--- src/rtl/alu_cc_pkg.sv ---
package alu_cc_pkg;

  typedef enum logic [1:0] {
    FN_ADD = 2'd0,
    FN_SUB = 2'd1,
    FN_AND = 2'd2,
    FN_XOR = 2'd3
  } alu_fn_e;

  localparam int unsigned FN_BITS = 2;

endpackage

--- src/rtl/alu_arith.sv ---
module alu_arith #(
  parameter int unsigned W = 32
) (
  input  logic [W-1:0] a,
  input  logic [W-1:0] b,
  input  logic         do_sub,
  output logic [W-1:0] sum,
  output logic         carry_out,
  output logic         ovf
);

  localparam int unsigned MSB = W - 1;

  function automatic logic [W:0] add_cin(input logic [W-1:0] p,
                                         input logic [W-1:0] q,
                                         input logic         cin);
    return {1'b0, p} + {1'b0, q} + {{W{1'b0}}, cin};
  endfunction

  function automatic logic signed_ovf(input logic sa, input logic sb,
                                      input logic sr);
    return (sa == sb) && (sr != sa);
  endfunction

  logic [W-1:0] b_eff;
  logic [W:0]   wide;
  logic         raw_carry;

  always_comb begin
    b_eff     = do_sub ? ~b : b;
    wide      = add_cin(a, b_eff, do_sub);
    sum       = wide[W-1:0];
    raw_carry = wide[W];
    carry_out = do_sub ? ~raw_carry : raw_carry;
    ovf       = signed_ovf(a[MSB], b_eff[MSB], sum[MSB]);

    if (!do_sub && b == '0) begin
      AST_ADD_IDENTITY: assert (sum == a && !carry_out && !ovf);
    end
    if (do_sub && a == b) begin
      AST_SUB_SELF_ZERO: assert (sum == '0 && !carry_out && !ovf);
    end
    if (!do_sub && ovf) begin
      AST_ADD_OVF_SIGNS: assert (a[MSB] == b[MSB] && sum[MSB] != a[MSB]);
    end
    if (do_sub && ovf) begin
      AST_SUB_OVF_SIGNS: assert (a[MSB] != b[MSB] && sum[MSB] != a[MSB]);
    end
  end

endmodule

--- src/rtl/alu_logic.sv ---
module alu_logic #(
  parameter int unsigned W = 32
) (
  input  logic [W-1:0] a,
  input  logic [W-1:0] b,
  input  logic         pick_xor,
  output logic [W-1:0] out
);

  function automatic logic [W-1:0] bit_op(input logic [W-1:0] p,
                                          input logic [W-1:0] q,
                                          input logic         x);
    return x ? (p ^ q) : (p & q);
  endfunction

  always_comb begin
    out = bit_op(a, b, pick_xor);

    if (!pick_xor) begin
      AST_AND_SUBSET: assert ((out & ~a) == '0 && (out & ~b) == '0);
    end
    if (pick_xor && a == b) begin
      AST_XOR_SELF: assert (out == '0);
    end
  end

endmodule

--- src/rtl/alu_flags.sv ---
module alu_flags #(
  parameter int unsigned W = 32
) (
  input  logic [W-1:0] res,
  input  logic         arith_en,
  input  logic         carry_raw,
  input  logic         ovf_raw,
  output logic         zf,
  output logic         sf,
  output logic         cf,
  output logic         of
);

  function automatic logic all_clear(input logic [W-1:0] v);
    return ~|v;
  endfunction

  always_comb begin
    zf = all_clear(res);
    sf = res[W-1];
    cf = arith_en & carry_raw;
    of = arith_en & ovf_raw;

    if (zf) begin
      AST_ZERO_NOT_NEG: assert (!sf);
    end
    if (!arith_en) begin
      AST_LOGIC_NO_CV: assert (!cf && !of);
    end
  end

endmodule

--- src/rtl/alu_cc_unit.sv ---
module alu_cc_unit #(
  parameter int unsigned WIDTH = 32
) (
  input  logic [1:0]       op_sel,
  input  logic [WIDTH-1:0] opnd_x,
  input  logic [WIDTH-1:0] opnd_y,
  output logic [WIDTH-1:0] result,
  output logic             flag_ovf,
  output logic             flag_zero,
  output logic             flag_neg,
  output logic             flag_carry
);

  import alu_cc_pkg::*;

  alu_fn_e      fn;
  logic         is_arith;
  logic         is_sub;
  logic         is_xor;
  logic [WIDTH-1:0] arith_res;
  logic [WIDTH-1:0] logic_res;
  logic         arith_carry;
  logic         arith_ovf;

  always_comb begin
    fn       = alu_fn_e'(op_sel);
    is_arith = (fn == FN_ADD) || (fn == FN_SUB);
    is_sub   = (fn == FN_SUB);
    is_xor   = (fn == FN_XOR);
  end

  alu_arith #(.W(WIDTH)) u_arith (
    .a         (opnd_x),
    .b         (opnd_y),
    .do_sub    (is_sub),
    .sum       (arith_res),
    .carry_out (arith_carry),
    .ovf       (arith_ovf)
  );

  alu_logic #(.W(WIDTH)) u_logic (
    .a        (opnd_x),
    .b        (opnd_y),
    .pick_xor (is_xor),
    .out      (logic_res)
  );

  assign result = is_arith ? arith_res : logic_res;

  alu_flags #(.W(WIDTH)) u_flags (
    .res       (result),
    .arith_en  (is_arith),
    .carry_raw (arith_carry),
    .ovf_raw   (arith_ovf),
    .zf        (flag_zero),
    .sf        (flag_neg),
    .cf        (flag_carry),
    .of        (flag_ovf)
  );

endmodule

--- config.mk ---
export PLATFORM = sky130hd
export DESIGN_NAME = alu_cc_unit
export DESIGN_NICKNAME = d
export VERILOG_FILES = /design/src/rtl/alu_cc_pkg.sv /design/src/rtl/alu_arith.sv /design/src/rtl/alu_logic.sv /design/src/rtl/alu_flags.sv /design/src/rtl/alu_cc_unit.sv
export SDC_FILE = /design/constraint.sdc
export NUM_CORES = 1
export LEC_CHECK = 0
export BUFFER_PORTS_ARGS = -buffer_cell sky130_fd_sc_hd__buf_2
export CORE_UTILIZATION = 56
export DETAILED_ROUTE_END_ITERATION = 10
export PLACE_DENSITY = 0.86
export SLEW_MARGIN = 20
export SYNTH_ARGS = -nofsm -noshare
export SYNTH_HDL_FRONTEND = slang
export SYNTH_SLANG_ARGS = --single-unit
--- constraint.sdc ---
create_clock -name vclk -period 10.4
set_clock_uncertainty 0.05 [all_clocks]
set_input_delay 1.56 -clock vclk [all_inputs]
set_output_delay 1.56 -clock vclk [all_outputs]
set_load 0.02 [all_outputs]
Word level (Yosys, flattened, before mapping)
Index checks and enable logic that the tools add are counted.
{"block": "totals", "input_bits": 66, "output_inout_bits": 36, "elab_cells": 21, "ff_bits": 0}
{"block": "op_classes", "bitwise_logic": 6, "n_mux": 4, "n_eq_ne": 4, "reduce_logical": 5, "addsub": 2}
{"cell": "2-to-1 mux 32 bit", "n": 3}
{"cell": "adder 32 x 32 -> 33 bit", "n": 1}
{"cell": "adder 33 x 1 -> 33 bit", "n": 1}
{"cell": "AND 32 bit", "n": 1}
{"cell": "NOT 32 bit", "n": 1}
{"cell": "OR reduction 32 bit", "n": 1}
{"cell": "XOR 32 bit", "n": 1}
{"cell": "AND 1 bit", "n": 2}
{"cell": "equality test 2 x 1 -> 1 bit (second input constant)", "n": 1}
{"cell": "equality test 2 bit (second input constant)", "n": 1}
{"cell": "zero test 2 bit", "n": 1}
{"cell": "equality test 1 bit", "n": 1}
{"cell": "logical AND 1 bit", "n": 1}
{"cell": "zero test 1 bit", "n": 1}
{"cell": "logical OR 1 bit", "n": 1}
{"cell": "2-to-1 mux 1 bit", "n": 1}
{"cell": "inequality test 1 bit", "n": 1}
{"cell": "NOT 1 bit", "n": 1}

Logic depth before layout (Yosys ltp)
Gate-level depths: netlist (run 1).
{"block": "logic_depth", "depth_word": 7, "mapped_depth": 22, "ltp_nobuf": 16}

Modules after synthesis
Synthesis (run 1) repeated with hierarchy kept, for this count alone.
{"block": "hier_totals", "cells_unflattened": 414, "hier_area_um2": 3726.1}
{"mod": "alu_arith", "area_each_um2": 2148.3, "n_inst": 1, "cells_per_inst": 293, "seq_area_each_um2": 0.0}
{"mod": "alu_logic", "area_each_um2": 944.7, "n_inst": 1, "cells_per_inst": 68, "seq_area_each_um2": 0.0}
{"mod": "alu_cc_unit", "area_each_um2": 540.5, "n_inst": 1, "cells_per_inst": 39, "seq_area_each_um2": 0.0}
{"mod": "alu_flags", "area_each_um2": 92.6, "n_inst": 1, "cells_per_inst": 14, "seq_area_each_um2": 0.0}

Least setup slack after synthesis (run 1)
Ideal clock, no wire load.
{"block": "synth_timing", "path_kind": "in2out", "startpoint": "input port op_sel[0]", "endpoint": "output port flag_zero", "arrival_ns": 6.938, "cell_stages": 20, "setup_slack_ns": 1.852, "required_time_ns": 8.790, "n_path_buf": 6, "cell_sequence": "buf_6 clkbuf_1 buf_1 buf_1 clkbuf_1 nand2_1 buf_1 xnor2_1 ha_1 nor2b_4 o21a_1 nor3_1 o31ai_1 or4_1 or4b_1 or4_1 nor4_2 nand4b_1 nor4_2 and4b_1"}
{"block": "synth_between", "elab_chain_len": 7, "word_cells_on_any_way": 11, "classes_between": "2 x add/sub; 2 x eq/ne; 3 x mux; 4 x reduce/logical"}
{"item": "start, declared", "line": "alu_cc_unit.sv:4", "source": "input logic [1:0] op_sel,"}
{"item": "equality test 2 x 1 -> 1 bit", "line": "alu_cc_unit.sv:27, alu_cc_unit.sv:28"}
{"item": "2-to-1 mux 32 bit", "line": "alu_arith.sv:30", "source": "b_eff = do_sub ? ~b : b;"}
{"item": "adder 32 x 32 -> 33 bit", "line": "alu_arith.sv:17", "source": "return {1'b0, p} + {1'b0, q} + {{W{1'b0}}, cin};"}
{"item": "adder 33 x 1 -> 33 bit", "line": "alu_arith.sv:17"}
{"item": "2-to-1 mux 32 bit (*)", "line": "alu_cc_unit.sv:48", "source": "assign result = is_arith ? arith_res : logic_res;"}
{"item": "named net result[4]", "line": "alu_cc_unit.sv:7", "source": "output logic [WIDTH-1:0] result,"}
{"item": "OR reduction 32 bit (*)", "line": "alu_flags.sv:15", "source": "return ~|v;"}
{"item": "zero test 1 bit (*)", "line": "alu_flags.sv:15"}
{"item": "end, declared", "line": "alu_cc_unit.sv:9", "source": "output logic flag_zero,"}
The timed path passes the listed nets; every way through them passes the cells marked *.

Worst setup path in the final report (run 1)
{"block": "layout_timing", "startpoint": "input port op_sel[1]", "endpoint": "output port flag_zero"}
{"block": "layout_between", "elab_chain_len": 7, "word_cells_on_any_way": 11, "classes_between": "2 x add/sub; 2 x eq/ne; 3 x mux; 4 x reduce/logical"}
{"item": "equality test 2 x 1 -> 1 bit", "line": "alu_cc_unit.sv:27, alu_cc_unit.sv:28"}
{"item": "2-to-1 mux 32 bit", "line": "alu_arith.sv:30"}
{"item": "adder 32 x 32 -> 33 bit", "line": "alu_arith.sv:17"}
{"item": "adder 33 x 1 -> 33 bit", "line": "alu_arith.sv:17"}
{"item": "2-to-1 mux 32 bit (*)", "line": "alu_cc_unit.sv:48"}
{"item": "OR reduction 32 bit (*)", "line": "alu_flags.sv:15"}
{"item": "zero test 1 bit (*)", "line": "alu_flags.sv:15"}
Mark *: on every way between the ends. The rest lies on a longest branch, timed or not.

==> results of run 1 <==
## tightest hold or removal path: stages
cell and delay (ns):
buf_2 0.11, xor2_1 0.14, nor3_1 0.06, buf_2 0.15
## cells by family (layout without fill, tap and decap cells)
logic type / count (synthesis) / in the layout
xor gates and xnor gates: 56 / 56
and+or+nand+nor: 130 / 130
muxes: 27 / 27
AOI/OAI and AO/OA: 151 / 151
buffers and inverters: 30 / 112
adders and majority gates: 67 / 67
## per-layer routing
layer	routed length (um)	track usage, %	vias up
li1	-	-	1914
met1	3994	35.60	1770
met2	4999	58.55	130
met3	425	1.477	20
met4	227	8.929	0
met5	0	0	-
## power groups by stage
stage / Sequential (mW) / Combinational (mW) / Clock [mW]
after floorplan: 0 / 0.250 / 0
after global placement: 0 / 0.334 / 0
after detailed placement: 0 / 0.340 / 0
after CTS: 0 / 0.342 / 0
after global routing: 0 / 0.379 / 0
final: 0 / 0.344 / 0
## final cells by class
cell class / instances / area, um^2
inverter: 8 / 30.03
multi-input combinational: 431 / 3296
timing repair buffer: 104 / 525.5
tap: 75 / 93.84
fill: 537 / 1976
## how the worst max path moves through the flow
| stage | slack, ns | endpoint | startpoint | cells past startpoint |
|---|---|---|---|---|
| 6_report | 1.85 | flag_zero | op_sel[1] | 18 |
| 5_1_grt | 1.51 | flag_zero | op_sel[1] | 18 |
| 4_1_cts | 1.87 | flag_zero | op_sel[1] | 18 |
| 3_5_place_dp | 1.87 | flag_zero | op_sel[1] | 18 |
| 3_3_place_gp | 2.09 | flag_zero | op_sel[1] | 18 |
| 2_1_floorplan | 1.85 | flag_zero | op_sel[0] | 20 |
## placed cells by master, fill, tap and decap left out, types with 8 or more instances in the layout
master | Yosys | layout
a21o_1 | 13 | 13
nand2_1 | 41 | 40
ha_1 | 66 | 66
xor2_1 | 10 | 10
buf_2 | 7 | 102
o21ai_1 | 15 | 15
xnor2_1 | 46 | 46
o21a_1 | 8 | 8
nor3_1 | 11 | 11
mux2_2 | 14 | 14
nor2_1 | 26 | 26
nand3_1 | 9 | 9
mux2i_1 | 13 | 13
o211ai_1 | 11 | 11
a21oi_1 | 41 | 41
o21ai_0 | 19 | 19
## metrics by stage
stage          hold slack, ns  std cells
5_1_grt                 3.567        618
3_5_place_dp            3.534        618
6_report                3.538        618
3_3_place_gp            3.524        618
2_1_floorplan           3.291        461
4_1_cts                 3.536        618
==> summary.md, run 1 <==
| Metric | Value |
|---|---|
| Top cells by area, synth | ha_1 (24%), xnor2_1 (12%), a21oi_1 (6.0%) |
| Remaining global-route overflow | 0 |
| Adder-Cell Fraction of Synth Area | 24.69% |
| GPL Wtd Cong | 1.019 |
| Largest net degree at the start of global routing | 49 |
| Synthesized cell area | 3426 um^2 |
| Hold path startpoint | opnd_x[31] |
| WL/cell | 15.61 um |
| Ys Warns | 0 |
| Post-Syn Nets | 594 |
| Sequential Area | 0 um^2 |
| CP Data Required Time | 8.79 ns |
| Crit Path Class | input port to output port |
| Internal | 138.0 uW |
| Pleak | 1.852 nW |
| GRT Overall Usage | 30.38% |
| # IOs | 102 |
| Clock power frac | 0% |
| Top cell type's share of synthesized area | 24.11% |
| Number of core rows | 28 |
| Syn-to-layout area delta | 15.16% |
| Drc violations | 0 |
| WP data arrival | 6.94 ns |
| Simple-Gate Fraction of Synth Area | 19.61% |
| WHS Path Cells | 4 |
| Hold Crit Class | input port to output port |
| Setup slack after layout | 1.849 ns |
| Crit path time final | 8.551 ns |
| Fin nets | 678 |
| Post-cts sizing count | 0 |
| Post-synthesis compound-gate area fraction | 29.11% |
| Placement Setup Slack | 1.870 ns |
| Post-DP HPWL | 8.014 mm |
| Status | completed |
| Layout cells sized above 1 | 23.20% |
| Clock buffer count in the final layout | 0 |
| Post-CTS setup buffers | 0 |
| Syn_area_per_cell | 7.431 um^2 |
| Max stage delay cell, worst path | buf_2 |
| Pwr/cell area | 87.26 nW/um^2 |
| Fin crit share | 82.22% |
| Die Area | 6434 um^2 |
| Top post-synthesis cells by count | ha_1 (66), xnor2_1 (46), a21oi_1 (41), nand2_1 (41), nor2_1 (26) |
| Final setup TNS | 0 ns |
| Final core occ | 66.63% |
| Placed inst area | 3945 um^2 |
| FMAX | 0.1170 GHz |
| Sw frac | 59.91% |
| RSZ-0062 raised after global routing | no |
| Die Ht | 80.22 um |
| Setup crit start kind | input port |
| PortBufs | 102 |
| Initial antenna violation count | 0 |
| Vias in the first global route | 3835 |
| Final antenna-violating net count | 0 |
| Peak VDD IR | 0.00005167 V |
| Worst path max stage delay | 0.63 ns |
| Max Cap Viol | 0 |
| Starting Density | 57.86% |
| Family with the most delay on the worst path | simple AND/OR/NAND/NOR gates |
| Final instance area | 3945 um^2 |
| Library cells used by synthesis | 68 |
| Count leader, synth | ha_1 |
| Via density | 6.204 |
| 1st-iter DRT viols | 256 |
| Core region area | 5921 um^2 |
| Register area share after synthesis | 0% |
| Endpoints failing hold | 0 |
| Final setup viols | 0 |
| Actual slew at the worst max-slew pin | 0.8271 ns |
| Seq_cells | 0 |
| Cells after synthesis | 461 |
| N_diodes | 0 |
| Max-slew headroom | 44.86% |
| XOR/XNOR Fraction of Synth Area | 14.32% |
| Flop pwr share | 0% |
| CP Buf/Inv Count | 4 |
| Hold EP | flag_ovf |
| Psw | 206.2 uW |
| Hold bufs inserted after CTS | 0 |
| Synth area leader | ha_1 |
| Worst-path cell chain | buf_2 > inv_2 > nand2_2 > xnor2_1 > inv_1 > fa_1 > nor2b_4 > o21a_1 > o21a_1 > o31ai_1 > or4_1 > or4b_1 > or4_1 > nor4_2 > nand4b_1 > nor4_2 > and4b_1 > buf_2 |
| Total Power | 344.2 uW |
| Mux share of post-synthesis cell area | 8.400% |
| Chip Width | 80.22 um |
| Routed via count | 3834 |
| Worst Setup End Kind | output port |
| Global-route wire length before repair | 16.16 mm |
| Detailed Routing Iterations Pass 1 | 5 |
| Pins Over Slew Limit | 0 |
| Routed wire length | 9.648 mm |
| Main combinational cell family by area after synthesis | compound AO/OA/AOI/OAI gates |
| CP max FO | 48 |
| Combinational share of power | 100.0% |
Note: power is estimated with default switching activity, not from simulation.
==> inputs of run 2 (changes only) <==
- ABC_AREA: unset -> 1
- CORE_UTILIZATION: 56 -> 52
- PLACE_DENSITY: 0.86 -> 0.81
- clock period: 10.4 -> 7 ns (I/O delays scaled with it)
==> run 2 against run 1 <==
  * Die area is 27% higher
  * Global-route usage is 1.2 points higher
  * Flip-flop and latch count stayed put
  * First-iteration DRC count is 53% higher
  * Worst hold slack worse by 1.1 ns
  * Core utilization is 4.4 points lower
  * Critical path depth is 2 higher
  * Synthesized cell count is 59% higher
  * Design area is 17% higher
  * Area after synthesis is 18% higher
  * Critical endpoint unchanged
  * Largest cell class unchanged
  * Largest power group unchanged
==> summary.md, run 2 <==
| Metric | Value |
|---|---|
| Worst-path cell chain | buf_2 > inv_4 > nand2_4 > xor2_1 > fa_1 > inv_1 > nand2_1 > nand2_1 > and2_1 > nand2_1 > nand2_1 > o21ai_0 > nor2_1 > nand3_1 > nor2_1 > nand4_1 > nor2_1 > nand3_1 > nor2_1 > buf_2 (was buf_2 > inv_2 > nand2_2 > xnor2_1 > inv_1 > fa_1 > nor2b_4 > o21a_1 > o21a_1 > o31ai_1 > or4_1 > or4b_1 > or4_1 > nor4_2 > nand4b_1 > nor4_2 > and4b_1 > buf_2) |
| Remaining global-route overflow | 0 (unchanged) |
| Library cells used by synthesis | 35 (was 68) |
| Detailed Routing Iterations Pass 1 | 5 (unchanged) |
| Commonest non-fill, non-tap cell in the layout | nand2_1 (was buf_2) |
| Syn-to-layout area delta | 13.77% (was 15.16%) |
| Routed via count | 4991 (was 3834) |
| Clock buffer count in the final layout | 0 (unchanged) |
| Hold bufs inserted after CTS | 0 (unchanged) |
| Post-Syn Nets | 867 (was 594) |
| Worst path max stage delay | 0.44 ns (was 0.63 ns) |
| Hold Crit Class | input port to output port (unchanged) |
| Top cell type's share of synthesized area | 20.37% (was 24.11%) |
| Actual slew at the worst max-slew pin | 0.6222 ns (was 0.8271 ns) |
| Largest net degree at the start of global routing | 33 (was 49) |
| CP max FO | 32 (was 48) |
| FMAX | 0.1725 GHz |
| Sequential Area | 0 um^2 (unchanged) |
| 1st-iter DRT viols | 392 (was 256) |
| Commonest non-fill, non-tap cells in the layout | nand2_1 (217), inv_1 (136), buf_2 (102), ha_1 (66), nor2_1 (58) (was buf_2 (102), ha_1 (66), xnor2_1 (46), a21oi_1 (41), nand2_1 (40)) |
| Count leader, synth | nand2_1 (was ha_1) |
| Internal | 190.5 uW (was 138.0 uW) |
| Die Area | 8153 um^2 (was 6434 um^2) |
| Max Cap Viol | 0 (unchanged) |
| Die Ht | 90.30 um (was 80.22 um) |
| Synthesized cell area | 4054 um^2 (was 3426 um^2) |
| Post-CTS setup buffers | 0 (unchanged) |
| Pwr/cell area | 118.9 nW/um^2 (was 87.26 nW/um^2) |
| Seq_cells | 0 (unchanged) |
| Endpoints failing hold | 0 (unchanged) |
| CP Data Required Time | 5.90 ns (was 8.79 ns) |
| WP data arrival | 4.70 ns (was 6.94 ns) |
| Synth area leader | ha_1 (unchanged) |
| Layout cells sized above 1 | 17.15% (was 23.20%) |
| Initial antenna violation count | 0 (unchanged) |
| Global-route wire length before repair | 21.47 mm (was 16.16 mm) |
| Final core occ | 62.25% (was 66.63%) |
| Max-slew headroom | 58.52% (was 44.86%) |
| Via density | 5.419 (was 6.204) |
| RSZ-0062 raised after global routing | no (unchanged) |
| Starting Density | 54.72% (was 57.86%) |
| Setup crit start kind | input port (unchanged) |
| Fin crit share | 82.80% |
| Fin nets | 957 (was 678) |
| Post-cts sizing count | 0 (unchanged) |
| Top cells by area, synth | ha_1 (20%), nand2_1 (20%), inv_1 (13%) (was ha_1 (24%), xnor2_1 (12%), a21oi_1 (6.0%)) |
| Vias in the first global route | 4660 (was 3835) |
| Final antenna-violating net count | 0 (unchanged) |
| N_diodes | 0 (unchanged) |
| Final setup TNS | 0 ns (unchanged) |
| Psw | 358.0 uW (was 206.2 uW) |
| Peak VDD IR | 0.00007745 V (was 0.00005167 V) |
| Pleak | 2.763 nW (was 1.852 nW) |
| Flop pwr share | 0% (about the same) |
| # IOs | 102 (unchanged) |
| Top post-synthesis cells by count | nand2_1 (217), inv_1 (136), ha_1 (66), nor2_1 (58), nand3_1 (56) (was ha_1 (66), xnor2_1 (46), a21oi_1 (41), nand2_1 (41), nor2_1 (26)) |
| Syn_area_per_cell | 5.523 um^2 (was 7.431 um^2) |
| WL/cell | 14.07 um (was 15.61 um) |
| Crit Path Class | input port to output port (unchanged) |
| Ys Warns | 0 (unchanged) |
| Hold slack final | 2.440 ns (was 3.538 ns) |
| GRT Overall Usage | 31.62% (was 30.38%) |
| Drc violations | 0 (unchanged) |
| Core region area | 7408 um^2 (was 5921 um^2) |
| Chip Width | 90.30 um (was 80.22 um) |
| Post-DP HPWL | 10.81 mm (was 8.014 mm) |
| Worst Setup End Kind | output port (unchanged) |
| Pins Over Slew Limit | 0 (unchanged) |
| Crit path time final | 5.796 ns |
| Routed wire length | 12.96 mm (was 9.648 mm) |
| GPL Wtd Cong | 0.9900 (was 1.019) |
| Max stage delay cell, worst path | nand2_4 (was buf_2) |
| Register area share after synthesis | 0% (unchanged) |
| Status | completed (unchanged) |
| Combinational share of power | 100.0% (about the same) |
| Sw frac | 65.27% (was 59.91%) |
| Final setup viols | 0 (unchanged) |
| Clock power frac | 0% (about the same) |
| Number of core rows | 31 (was 28) |
| Cells after synthesis | 734 (was 461) |
| PortBufs | 102 (unchanged) |
## run 2: cell count changes after synthesis, moves of 16 or more
cell,previous run,this run
a22o_1,0,29
inv_1,7,136
nand2_1,41,217
nand2_2,0,16
nand3_1,9,56
nor2_1,26,58
xnor2_1,46,30
## run 2: final cells by class
cell class / instances / area, um^2
Timing Repair Buffer: 102 / 510.5
Fill cell: 756 / 2796
Multi-Input combinational cell: 576 / 3435
Tap cell: 99 / 123.9
Inverter: 144 / 543.0
## run 2: cells by family after synthesis
kind of cell	share of synthesized area [%]
xor+xnor	6.914
simple gates	43.15
buf+inv	15.28
fa+ha+maj	20.86
compound gates	13.80
## run 2: worst max-delay path: cells and delay by family
| family | cells | cell delay (ns) |
|---|---|---|
| compound gates | 1 | 0.11 |
| xor+xnor | 1 | 0.30 |
| simple gates | 13 | 1.91 |
| fa+ha+maj | 1 | 0.44 |
| buf+inv | 4 | 0.84 |
## run 2: through the flow
stage / power (mW) / setup WS [ns] / cell area [um^2] / cells
after floorplan: 0.3876 / 2.246 / 4054 / 734
after global placement: 0.5303 / 1.276 / 4612 / 921
after detailed placement: 0.5364 / 1.329 / 4612 / 921
after CTS: 0.5399 / 1.311 / 4612 / 921
after global routing: 0.6114 / 1.006 / 4612 / 921
final: 0.5484 / 1.204 / 4612 / 921
## run 2: power by group through the flow
| stage | Clock (mW) | Combinational [mW] | Sequential, mW |
|---|---|---|---|
| after CTS | 0 | 0.540 | 0 |
| after detailed placement | 0 | 0.536 | 0 |
| after floorplan | 0 | 0.388 | 0 |
| after global placement | 0 | 0.530 | 0 |
| after global routing | 0 | 0.611 | 0 |
| final | 0 | 0.548 | 0 |
## run 2: path summary, 6_finish.rpt
| kind | start | endpoint | slack, ns | depth (start not counted) |
|---|---|---|---|---|
| max | op_sel[1] | flag_zero | 1.20 | 20 |
| min | opnd_x[31] | flag_ovf | 2.44 | 3 |
## run 2: per-layer routing
metal | track usage, % | up-vias | routed length (um)
met3 | 1.599 | 14 | 948
met4 | 4.973 | 0 | 110
li1 | - | 2532 | -
met1 | 46.74 | 2216 | 6417
met2 | 51.02 | 229 | 5479
met5 | 0 | - | 0
==> inputs of run 3 (changes only) <==
- CORE_UTILIZATION: 52 -> 57
- PLACE_DENSITY: 0.81 -> 0.85
- clock period: 7 -> 5.6 ns (I/O delays scaled with it)
==> run 3 against run 2 <==
  * Total power is 26% higher
  * Clock-buffer cell count unchanged
  * Critical path depth did not move
  * Via count grew 0.62%
  * Largest power group unchanged
==> summary.md, run 3 (synthesis gave the netlist of run 2 again) <==
| Metric | Value |
|---|---|
| Worst Setup End Kind | output port (unchanged) |
| Setup crit start kind | input port (unchanged) |
| Max Cap Viol | 0 (unchanged) |
| Largest net degree at the start of global routing | 33 (unchanged) |
| Hold bufs inserted after CTS | 0 (unchanged) |
| Fin crit share | 94.44% |
| Initial antenna violation count | 0 (unchanged) |
| GRT Overall Usage | 34.24% (was 31.62%) |
| Routed via count | 5022 (was 4991) |
| Max stage delay cell, worst path | nand2_4 (unchanged) |
| RSZ-0062 raised after global routing | no (unchanged) |
| Critical Path Most Common Cell | nand2_1 |
| 1st-iter DRT viols | 347 (was 392) |
| Status | completed (unchanged) |
| Core region area | 6832 um^2 (was 7408 um^2) |
| Total Power | 689.8 uW (was 548.4 uW) |
| GPL Wtd Cong | 1.001 (was 0.9900) |
| Detailed Routing Iterations Pass 1 | 5 (unchanged) |
| Chip Width | 86.34 um (was 90.30 um) |
| WL/cell | 13.94 um (was 14.07 um) |
| Via density | 5.471 (was 5.419) |
| Pins Over Slew Limit | 0 (unchanged) |
| Remaining global-route overflow | 0 (unchanged) |
| Endpoints failing hold | 0 (unchanged) |
| Final antenna-violating net count | 0 (unchanged) |
| Crit path time final | 5.289 ns |
| Setup slack after layout | 0.3113 ns (was 1.204 ns) |
| Routed wire length | 12.80 mm (was 12.96 mm) |
| Die Area | 7454 um^2 (was 8153 um^2) |
| Clock buffer count in the final layout | 0 (unchanged) |
| CP max FO | 32 (unchanged) |
| Worst path max stage delay | 0.45 ns (was 0.44 ns) |
| Die Ht | 86.34 um (was 90.30 um) |
| Hold Crit Class | input port to output port (unchanged) |
| Family with the most delay on the worst path | simple AND/OR/NAND/NOR gates (unchanged) |
| Drc violations | 0 (unchanged) |
| CP Buf/Inv Count | 4 (unchanged) |
| Post-cts sizing count | 0 (unchanged) |
| FMAX | 0.1891 GHz |
| CP Data Required Time | 4.71 ns (was 5.90 ns) |
| Final setup TNS | 0 ns (unchanged) |
| Vias in the first global route | 4519 (was 4660) |
| Final core occ | 67.45% (was 62.25%) |
| WHS Path Cells | 3 (unchanged) |
| Post-CTS setup buffers | 0 (unchanged) |
| Placement Setup Slack | 0.3757 ns (was 1.329 ns) |
| Layout cells sized above 1 | 17.15% (unchanged) |
| Sequential Area | 0 um^2 (unchanged) |
| Syn-to-layout area delta | 13.67% (was 13.77%) |
| Actual slew at the worst max-slew pin | 0.6200 ns (was 0.6222 ns) |
| Peak VDD IR | 0.00008884 V (was 0.00007745 V) |
| WP data arrival | 4.40 ns (was 4.70 ns) |
| Max-slew headroom | 58.61% (was 58.52%) |
| Pwr/cell area | 149.7 nW/um^2 (was 118.9 nW/um^2) |
| PortBufs | 102 (unchanged) |
| Post-DP HPWL | 10.76 mm (was 10.81 mm) |
| Hold EP | flag_ovf (unchanged) |
| Placed Cells | 918 (was 921) |
| Hold path startpoint | opnd_x[31] (unchanged) |
| Crit Path Class | input port to output port (unchanged) |
| Pleak | 2.763 nW (unchanged) |
| Starting Density | 59.34% (was 54.72%) |
| Worst-path cell chain | buf_2 > inv_4 > nand2_4 > xor2_1 > fa_1 > inv_1 > nand2_1 > nand2_1 > and2_1 > nand2_1 > nand2_1 > nand2_2 > a21oi_2 > nor2_1 > nor2_1 > nand2_1 > nor2_1 > nand3_1 > nor2_1 > buf_2 (was buf_2 > inv_4 > nand2_4 > xor2_1 > fa_1 > inv_1 > nand2_1 > nand2_1 > and2_1 > nand2_1 > nand2_1 > o21ai_0 > nor2_1 > nand3_1 > nor2_1 > nand4_1 > nor2_1 > nand3_1 > nor2_1 > buf_2) |
| Fin nets | 957 (unchanged) |
| Post-route insts no fill | 918 (was 921) |
| N_diodes | 0 (unchanged) |
| Commonest non-fill, non-tap cell in the layout | nand2_1 (unchanged) |
| Final setup viols | 0 (unchanged) |
| # IOs | 102 (unchanged) |
| Commonest non-fill, non-tap cells in the layout | nand2_1 (217), inv_1 (136), buf_2 (102), ha_1 (66), nor2_1 (58) (unchanged) |
| Number of core rows | 30 (was 31) |
| Seq_cells | 0 (unchanged) |
| Global-route wire length before repair | 20.51 mm (was 21.47 mm) |
==> run 3: cell counts in the layout (fill, tap and decap cells not counted) <==
Identical to the previous run, type by type.
==> run 3: how the worst max path moves through the flow <==
stage          startpoint   endpoint  cells after the start
3_3_place_gp    op_sel[1]  flag_zero                     20
2_1_floorplan   op_sel[1]  flag_zero                     18
3_5_place_dp    op_sel[1]  flag_zero                     20
4_1_cts         op_sel[1]  flag_zero                     20
6_report        op_sel[1]  flag_zero                     20
5_1_grt         op_sel[1]  flag_zero                     20
==> run 3: layout make-up <==
class / instances / area (um^2)
fill: 692 / 2223
inverter: 144 / 543.0
multi-input combinational: 576 / 3435
tap: 96 / 120.1
timing repair buffer: 102 / 510.5
==> run 3: power by group <==
| part | switching (mW) | internal [mW] |
|---|---|---|
| clock network | 0 | 0 |
| registers | 0 | 0 |
| logic | 0.451 | 0.238 |
==> run 3: metal layers <==
metal	vias up	share of wire (%)	global-route usage (%)
li1	2532	-	-
met2	220	43	56.28
met3	8	8.1	2.286
met4	0	1.0	5.455
met1	2262	48	49.63
met5	-	0	0
==> run 3: per-stage QoR <==
stage / hold WS, ns / instance area [um^2]
final: 2.027 / 4608
after global routing: 2.043 / 4608
after CTS: 2.024 / 4608
after detailed placement: 2.020 / 4608
after global placement: 2.011 / 4608
after floorplan: 1.840 / 4054
